<file path="src/rtl/adc_pacer_pkg.sv">
package adc_pacer_pkg;
  typedef enum logic [1:0] {
    MODE_IDLE = 2'd0,
    MODE_SW   = 2'd1,
    MODE_EXT  = 2'd2,
    MODE_RSVD = 2'd3
  } mode_e;

  localparam logic [2:0] ADDR_CTRL = 3'd0;
  localparam logic [2:0] ADDR_CHG  = 3'd1;
  localparam logic [2:0] ADDR_DIV  = 3'd2;
  localparam logic [2:0] ADDR_RLO  = 3'd3;
  localparam logic [2:0] ADDR_RHI  = 3'd4;
endpackage

</file>
<file path="src/rtl/adc_pacer_sync_edge.sv">
module adc_pacer_sync_edge #(
  parameter int unsigned STAGES = 2
) (
  input  logic clk_i,
  input  logic rst_ni,
  input  logic async_i,
  output logic fall_o
);
  logic [STAGES-1:0] sync_q;
  logic              last_q;

  for (genvar g = 0; g < STAGES; g++) begin : g_stage
    always_ff @(posedge clk_i or negedge rst_ni) begin
      if (!rst_ni) sync_q[g] <= 1'b1;
      else if (g == 0) sync_q[g] <= async_i;
      else sync_q[g] <= sync_q[(g == 0) ? 0 : g-1];
    end
  end

  always_ff @(posedge clk_i or negedge rst_ni) begin
    if (!rst_ni) last_q <= 1'b1;
    else         last_q <= sync_q[STAGES-1];
  end

  assign fall_o = last_q & ~sync_q[STAGES-1];

  a_r6_fall_single: assert property (@(posedge clk_i) disable iff (!rst_ni)
    fall_o |=> !fall_o);
endmodule

</file>
<file path="src/rtl/adc_pacer_timer.sv">
module adc_pacer_timer #(
  parameter int unsigned CLK_PER_TICK = 83,
  parameter int unsigned DIV_W        = 6
) (
  input  logic             clk_i,
  input  logic             rst_ni,
  input  logic [DIV_W-1:0] div_i,
  input  logic             start_i,
  input  logic             stop_i,
  output logic             running_o,
  output logic             strobe_o
);
  localparam int unsigned PRE_W = (CLK_PER_TICK > 1) ? $clog2(CLK_PER_TICK) : 1;
  localparam int unsigned CNT_W = DIV_W + 1;
  localparam logic [PRE_W-1:0] PRE_LAST  = PRE_W'(CLK_PER_TICK - 1);
  localparam logic [CNT_W-1:0] FULL_LAST = CNT_W'((1 << DIV_W) - 1);

  logic             run_q, strobe_q, tick;
  logic [PRE_W-1:0] pre_q;
  logic [CNT_W-1:0] cnt_q, period_last;

  // divisor 0 means the full 2^DIV_W ticks
  assign period_last = (div_i == '0) ? FULL_LAST
                                     : ({1'b0, div_i} - CNT_W'(1));
  assign tick = run_q && (pre_q == PRE_LAST);

  always_ff @(posedge clk_i or negedge rst_ni) begin
    if (!rst_ni) begin
      run_q    <= 1'b0;
      strobe_q <= 1'b0;
      pre_q    <= '0;
      cnt_q    <= '0;
    end else begin
      strobe_q <= 1'b0;
      if (stop_i) begin
        run_q <= 1'b0;
      end else if (start_i && !run_q) begin
        run_q <= 1'b1;
        pre_q <= '0;
        cnt_q <= '0;
      end else if (run_q) begin
        if (tick) begin
          pre_q <= '0;
          // >= tolerates a divisor lowered mid-period
          if (cnt_q >= period_last) begin
            cnt_q    <= '0;
            strobe_q <= 1'b1;
          end else begin
            cnt_q <= cnt_q + CNT_W'(1);
          end
        end else begin
          pre_q <= pre_q + PRE_W'(1);
        end
      end
    end
  end

  assign running_o = run_q;
  assign strobe_o  = strobe_q;

  a_r4_stop_halts: assert property (@(posedge clk_i) disable iff (!rst_ni)
    stop_i |=> (!run_q && !strobe_q));
  a_r3_strobe_needs_run: assert property (@(posedge clk_i) disable iff (!rst_ni)
    strobe_q |-> $past(run_q));
  a_r11_strobe_one_cycle: assert property (@(posedge clk_i) disable iff (!rst_ni)
    (strobe_q && CLK_PER_TICK > 1) |=> !strobe_q);
  a_r7_no_rephase: assert property (@(posedge clk_i) disable iff (!rst_ni)
    (run_q && !stop_i && !tick) |=> (pre_q == $past(pre_q) + PRE_W'(1)));
endmodule

</file>
<file path="src/rtl/adc_pacer_regs.sv">
module adc_pacer_regs
  import adc_pacer_pkg::*;
#(
  parameter int unsigned DIV_W = 6,
  parameter int unsigned RES_W = 12
) (
  input  logic             clk_i,
  input  logic             rst_ni,
  input  logic [2:0]       addr_i,
  input  logic             wr_en_i,
  input  logic [7:0]       wdata_i,
  input  logic             rd_en_i,
  output logic [7:0]       rdata_o,
  input  logic             running_i,
  input  logic             conv_done_i,
  input  logic [RES_W-1:0] conv_data_i,
  output mode_e            mode_o,
  output logic [7:0]       chg_o,
  output logic [DIV_W-1:0] div_o,
  output logic             done_o,
  output logic             ctrl_wr_o,
  output logic             chg_wr_o
);
  mode_e            mode_q;
  logic [7:0]       chg_q;
  logic [DIV_W-1:0] div_q;
  logic [RES_W-1:0] res_q;
  logic             done_q;
  logic [15:0]      res_ext;
  logic             hi_rd;

  assign ctrl_wr_o = wr_en_i && (addr_i == ADDR_CTRL);
  assign chg_wr_o  = wr_en_i && (addr_i == ADDR_CHG);
  assign hi_rd     = rd_en_i && (addr_i == ADDR_RHI);

  always_ff @(posedge clk_i or negedge rst_ni) begin
    if (!rst_ni) begin
      mode_q <= MODE_IDLE;
      chg_q  <= '0;
      div_q  <= '0;
    end else if (wr_en_i) begin
      case (addr_i)
        ADDR_CTRL: mode_q <= mode_e'(wdata_i[1:0]);
        ADDR_CHG:  chg_q  <= wdata_i;
        ADDR_DIV:  div_q  <= wdata_i[DIV_W-1:0];
        default:   ;
      endcase
    end
  end

  // whole sample captured at once so both bytes belong together
  always_ff @(posedge clk_i or negedge rst_ni) begin
    if (!rst_ni) begin
      res_q  <= '0;
      done_q <= 1'b0;
    end else begin
      if (conv_done_i) begin
        res_q  <= conv_data_i;
        done_q <= 1'b1;
      end else if (hi_rd) begin
        done_q <= 1'b0;
      end
    end
  end

  assign res_ext = 16'(res_q);

  always_comb begin
    case (addr_i)
      ADDR_CTRL: rdata_o = {done_q, running_i, 4'b0000, mode_q};
      ADDR_CHG:  rdata_o = chg_q;
      ADDR_DIV:  rdata_o = 8'(div_q);
      ADDR_RLO:  rdata_o = res_ext[7:0];
      ADDR_RHI:  rdata_o = res_ext[15:8];
      default:   rdata_o = 8'h00;
    endcase
  end

  assign mode_o = mode_q;
  assign chg_o  = chg_q;
  assign div_o  = div_q;
  assign done_o = done_q;

  a_r8_done_on_complete: assert property (@(posedge clk_i) disable iff (!rst_ni)
    conv_done_i |=> done_q);
  a_r9_hi_read_clears: assert property (@(posedge clk_i) disable iff (!rst_ni)
    (hi_rd && !conv_done_i) |=> !done_q);
  a_r8_result_stable: assert property (@(posedge clk_i) disable iff (!rst_ni)
    !conv_done_i |=> $stable(res_q));
endmodule

</file>
<file path="src/rtl/adc_pacer_seq.sv">
module adc_pacer_seq
  import adc_pacer_pkg::*;
#(
  parameter int unsigned CLK_PER_TICK = 83,
  parameter int unsigned DIV_W        = 6,
  parameter int unsigned RES_W        = 12,
  parameter int unsigned SYNC_STAGES  = 2
) (
  input  logic             clk_i,
  input  logic             rst_ni,
  input  logic [2:0]       addr_i,
  input  logic             wr_en_i,
  input  logic [7:0]       wdata_i,
  input  logic             rd_en_i,
  output logic [7:0]       rdata_o,
  input  logic             ext_trig_i,
  input  logic             conv_done_i,
  input  logic [RES_W-1:0] conv_data_i,
  input  logic             dma_tc_i,
  output logic             strobe_o,
  output logic             req_o,
  output logic [7:0]       chan_gain_o
);
  mode_e            mode;
  logic [DIV_W-1:0] div;
  logic             done, ctrl_wr, chg_wr, trig_fall, running;
  logic             start, stop;

  adc_pacer_regs #(.DIV_W(DIV_W), .RES_W(RES_W)) u_regs (
    .clk_i, .rst_ni, .addr_i, .wr_en_i, .wdata_i, .rd_en_i, .rdata_o,
    .running_i   (running),
    .conv_done_i, .conv_data_i,
    .mode_o      (mode),
    .chg_o       (chan_gain_o),
    .div_o       (div),
    .done_o      (done),
    .ctrl_wr_o   (ctrl_wr),
    .chg_wr_o    (chg_wr)
  );

  adc_pacer_sync_edge #(.STAGES(SYNC_STAGES)) u_trig (
    .clk_i, .rst_ni,
    .async_i (ext_trig_i),
    .fall_o  (trig_fall)
  );

  assign start = ((mode == MODE_SW)  && chg_wr) ||
                 ((mode == MODE_EXT) && trig_fall);
  assign stop  = ctrl_wr || dma_tc_i;

  adc_pacer_timer #(.CLK_PER_TICK(CLK_PER_TICK), .DIV_W(DIV_W)) u_timer (
    .clk_i, .rst_ni,
    .div_i     (div),
    .start_i   (start),
    .stop_i    (stop),
    .running_o (running),
    .strobe_o  (strobe_o)
  );

  assign req_o = done;

  a_r10_idle_no_start: assert property (@(posedge clk_i) disable iff (!rst_ni)
    ((mode == MODE_IDLE || mode == MODE_RSVD) && !running) |=> !running);
  a_r5_tc_stops: assert property (@(posedge clk_i) disable iff (!rst_ni)
    dma_tc_i |=> !running);
endmodule

</file>
<file path="config.mk">
export PLATFORM = sky130hd
export DESIGN_NAME = adc_pacer_seq
export DESIGN_NICKNAME = d
export VERILOG_FILES = /design/src/rtl/adc_pacer_pkg.sv /design/src/rtl/adc_pacer_sync_edge.sv /design/src/rtl/adc_pacer_timer.sv /design/src/rtl/adc_pacer_regs.sv /design/src/rtl/adc_pacer_seq.sv
export SDC_FILE = /design/constraint.sdc
export NUM_CORES = 1
export LEC_CHECK = 0
export BUFFER_PORTS_ARGS = -buffer_cell sky130_fd_sc_hd__buf_2
export CORE_ASPECT_RATIO = 0.5
export CORE_UTILIZATION = 55
export CTS_BUF_LIST = sky130_fd_sc_hd__clkbuf_4 sky130_fd_sc_hd__clkbuf_8 sky130_fd_sc_hd__clkbuf_16
export DETAILED_ROUTE_END_ITERATION = 6
export GPL_ROUTABILITY_DRIVEN = 0
export MAX_ROUTING_LAYER = met4
export PLACE_DENSITY_LB_ADDON = 0.12
export RECOVER_POWER = 25
export SLEW_MARGIN = 10
export SYNTH_ARGS = -nofsm -noshare
export SYNTH_HDL_FRONTEND = slang
export SYNTH_HIERARCHICAL = 1
export SYNTH_SLANG_ARGS = --single-unit
</file>
<file path="constraint.sdc">
create_clock -name clk_i -period 2.9 [get_ports clk_i]
set_input_delay 0.58 -clock clk_i [delete_from_list [all_inputs] [get_ports clk_i]]
set_output_delay 0.58 -clock clk_i [all_outputs]
set_load 0.02 [all_outputs]
</file>
==> flow_summary.json <==
{
  "status": "finished clean",
  "worst_clock_skew_ps": 5.55,
  "async_flop_share_pct": 100,
  "grt_pass1_wl_um": 8540,
  "grt_usage_pct": 23.0,
  "fmax_mhz": 379,
  "port_buffers": 47,
  "tightest_slew_ps": 1150,
  "synth_edf_count": 0,
  "fin_cells": 335,
  "numCtsBuffers": 5,
  "post_cts_resized": 0,
  "syn_nets": 270,
  "ys.flop_type": "dfrtp_1",
  "viasPerCell": 5.68,
  "drc": 0,
  "coreArea_um2": 4470,
  "maxCapViolations": 0,
  "r2r-start": "u_regs/div_o[2]",
  "area_growth_pct": 14.8,
  "final_nets": 318,
  "drv_slew": 0,
  "die_area_um2": 5030,
  "crit_buf_inv": 0,
  "tritoncts": "yes",
  "seq_area_frac_synth_pct": 46.3,
  "yosys.area.top_type_share_pct": 43.3,
  "die_x_um": 99.3,
  "fin_crit_ps": 2640,
  "crit_path_end_kind": "flip-flop",
  "rsz0062_at_grt": "false",
  "start_util_pct": 58.3,
  "syn_area_um2": 2600,
  "syn-instance-count": 229,
  "num_vias": 1903,
  "worstPathCellList": "nor3_1 > nand2b_1 > a21oi_1 > a31o_2 > ha_1 > nand4_1 > o21ai_2 > o21ai_0 > a22o_1",
  "layout_common_cells": "buf_2, dfrtp_1, mux2_2",
  "slowest_stage": "dfrtp_1",
  "crit_fanout": 7,
  "layout_commonest_cell": "buf_2",
  "setup_tns_ps": 0,
  "slowest_delay_ps": 440,
  "num_rows": 17,
  "critPathTopFamily": "compound AO/OA/AOI/OAI gates",
  "die_h_um": 50.6,
  "synth.area.top_cells": "dfrtp_1, mux2_2, ha_1, dfstp_2, nor2_1",
  "cts_root_buf": "clkbuf_8",
  "slew_headroom_pct": 23.3,
  "antenna_found_initial": 0,
  "drt_iter0_markers": 25,
  "hold_depth": 0,
  "dr.pass1.iters": 4,
  "r2r_cells": 9,
  "placedCellCount": 327,
  "min_from": "u_trig/sync_q[0]",
  "worstReg2RegEnd": "u_timer/cnt_q[3]",
  "overflow": 0,
  "ioPinCount": 48,
  "cts_hold_buf": 0,
  "critPathArrivalTime_ps": 2820,
  "dp_hpwl_um": 3790,
  "vdd_drop_max_mv": 0.271,
  "wl_um": 5180,
  "hold_ws_ps": 374,
  "cts_buffer_depth": 2,
  "min_to": "u_trig/sync_q[1]",
  "ant_nets": 0,
  "p_per_area_nw_per_um2": 632,
  "yosys.area.top_type": "dfrtp_1",
  "required_ps": 3080,
  "grt_pass1_vias": 1806,
  "synth_warnings": 6,
  "clk_pin_slew_ps": 90,
  "finalCritPeriodShare_pct": 91.0,
  "grt_max_degree": 49,
  "synth_cell_types": 51,
  "p_leak_nw": 1.43,
  "ys_seq_elements": 48,
  "drive_above_1_share_pct": 36.7,
  "crit_type": "flip-flop to flip-flop",
  "critPathLaunchType": "flip-flop",
  "diodes": 0,
  "htree_levels": 2,
  "postCtsSetupBuffers": 0,
  "wl_per_cell_um": 15.5,
  "rrSetupSlack_ps": 260,
  "setup_viol": 0,
  "insertion_delay_ps": 300,
  "crit_cells": 9,
  "hp-class": "flip-flop to flip-flop",
  "hold_violations": 0,
  "syn_area_per_cell_um2": 11.4,
  "cts.sinks": 48
}
[through the flow]
step	power (mW)	setup slack, ps	utilization [%]	cell area, um2
CTS	1.91	290	66.9	2990
global route	2.01	102	66.9	2990
floorplan	1.24	624	-	2600
global placement	1.37	441	64.2	2870
finish	1.89	262	66.9	2990
detailed placement	1.40	290	64.2	2870
[area by class of cell]
type                            count  area [um2]
Clock buffer                        6        82.6
Multi-Input combinational cell    165        1310
Timing Repair Buffer               49         248
Clock inverter                      2        38.8
Sequential cell                    48        1200
Inverter                            8        30.0
Tap cell                           57        71.3
Fill cell                         342        1480
[layer usage]
metal	global-route usage, %	vias to the layer above	wire length [um]
met1	30.6	933	2500
met5	-	-	0
met2	36.2	50	2400
met3	5.15	6	238
met4	5.88	0	45
li1	-	914	-
[state kept, by name, summed over array words and instances (netlist names)]
| register | flops |
|---|---|
| u_timer/cnt_q | 7 |
| u_timer/running_o | 1 |
| u_regs/chg_o | 8 |
| u_trig/last_q | 1 |
| u_timer/strobe_o | 1 |
| u_regs/res_q | 12 |
| u_trig/sync_q | 2 |
| u_regs/div_o | 6 |
| u_regs/mode_o | 2 |
| u_timer/pre_q | 7 |
| u_regs/done_o | 1 |
[worst max-delay path by stage]
stage | start | endpoint | slack, ps
6_report | u_regs/div_o[2] | u_timer/cnt_q[3] | 260
3_5_place_dp | u_regs/div_o[2] | u_timer/cnt_q[3] | 290
2_1_floorplan | u_regs/div_o[0] | u_timer/cnt_q[3] | 620
3_3_place_gp | addr_i[0] | u_timer/cnt_q[3] | 440
4_1_cts | u_regs/div_o[2] | u_timer/cnt_q[3] | 290
5_1_grt | u_regs/div_o[2] | u_timer/cnt_q[3] | 100
[where the power goes]
| group | total (mW) | switching [mW] | internal (mW) |
|---|---|---|---|
| clock network | 0.505 | 0.223 | 0.282 |
| logic | 0.494 | 0.257 | 0.237 |
| registers | 0.890 | 0.113 | 0.777 |
| total | 1.89 | 0.593 | 1.30 |
[cell families after synthesis]
kind of cell               Yosys count  synth area share (%)
xor gates and xnor gates             7                  2.36
muxes                               38                  16.2
AOI/OAI and AO/OA                   42                  11.5
other                                1                 0.144
buffers and inverters               16                  3.27
adders and majority gates           11                  5.29
DFF                                 48                  46.3
and+or+nand+nor                     66                  15.0
[synth_stat cells (2+ instances only)]
cell	count
ha_1	11
nand2_1	9
xnor2_1	4
o21a_1	2
and3_1	2
dfrtp_1	45
a22oi_1	5
nor2_1	17
nand2b_1	5
mux2i_1	6
buf_4	4
a22o_1	5
buf_2	2
dfstp_2	3
nor2b_1	8
o21ai_2	2
xor2_1	3
o21ai_1	5
inv_1	8
o21ai_0	4
nand3_1	8
mux2_2	32
o22ai_1	3
a21oi_1	3
a21o_1	4
nand4_1	2
nor3_1	3
No activity file was read; power rests on OpenSTA's default activity.
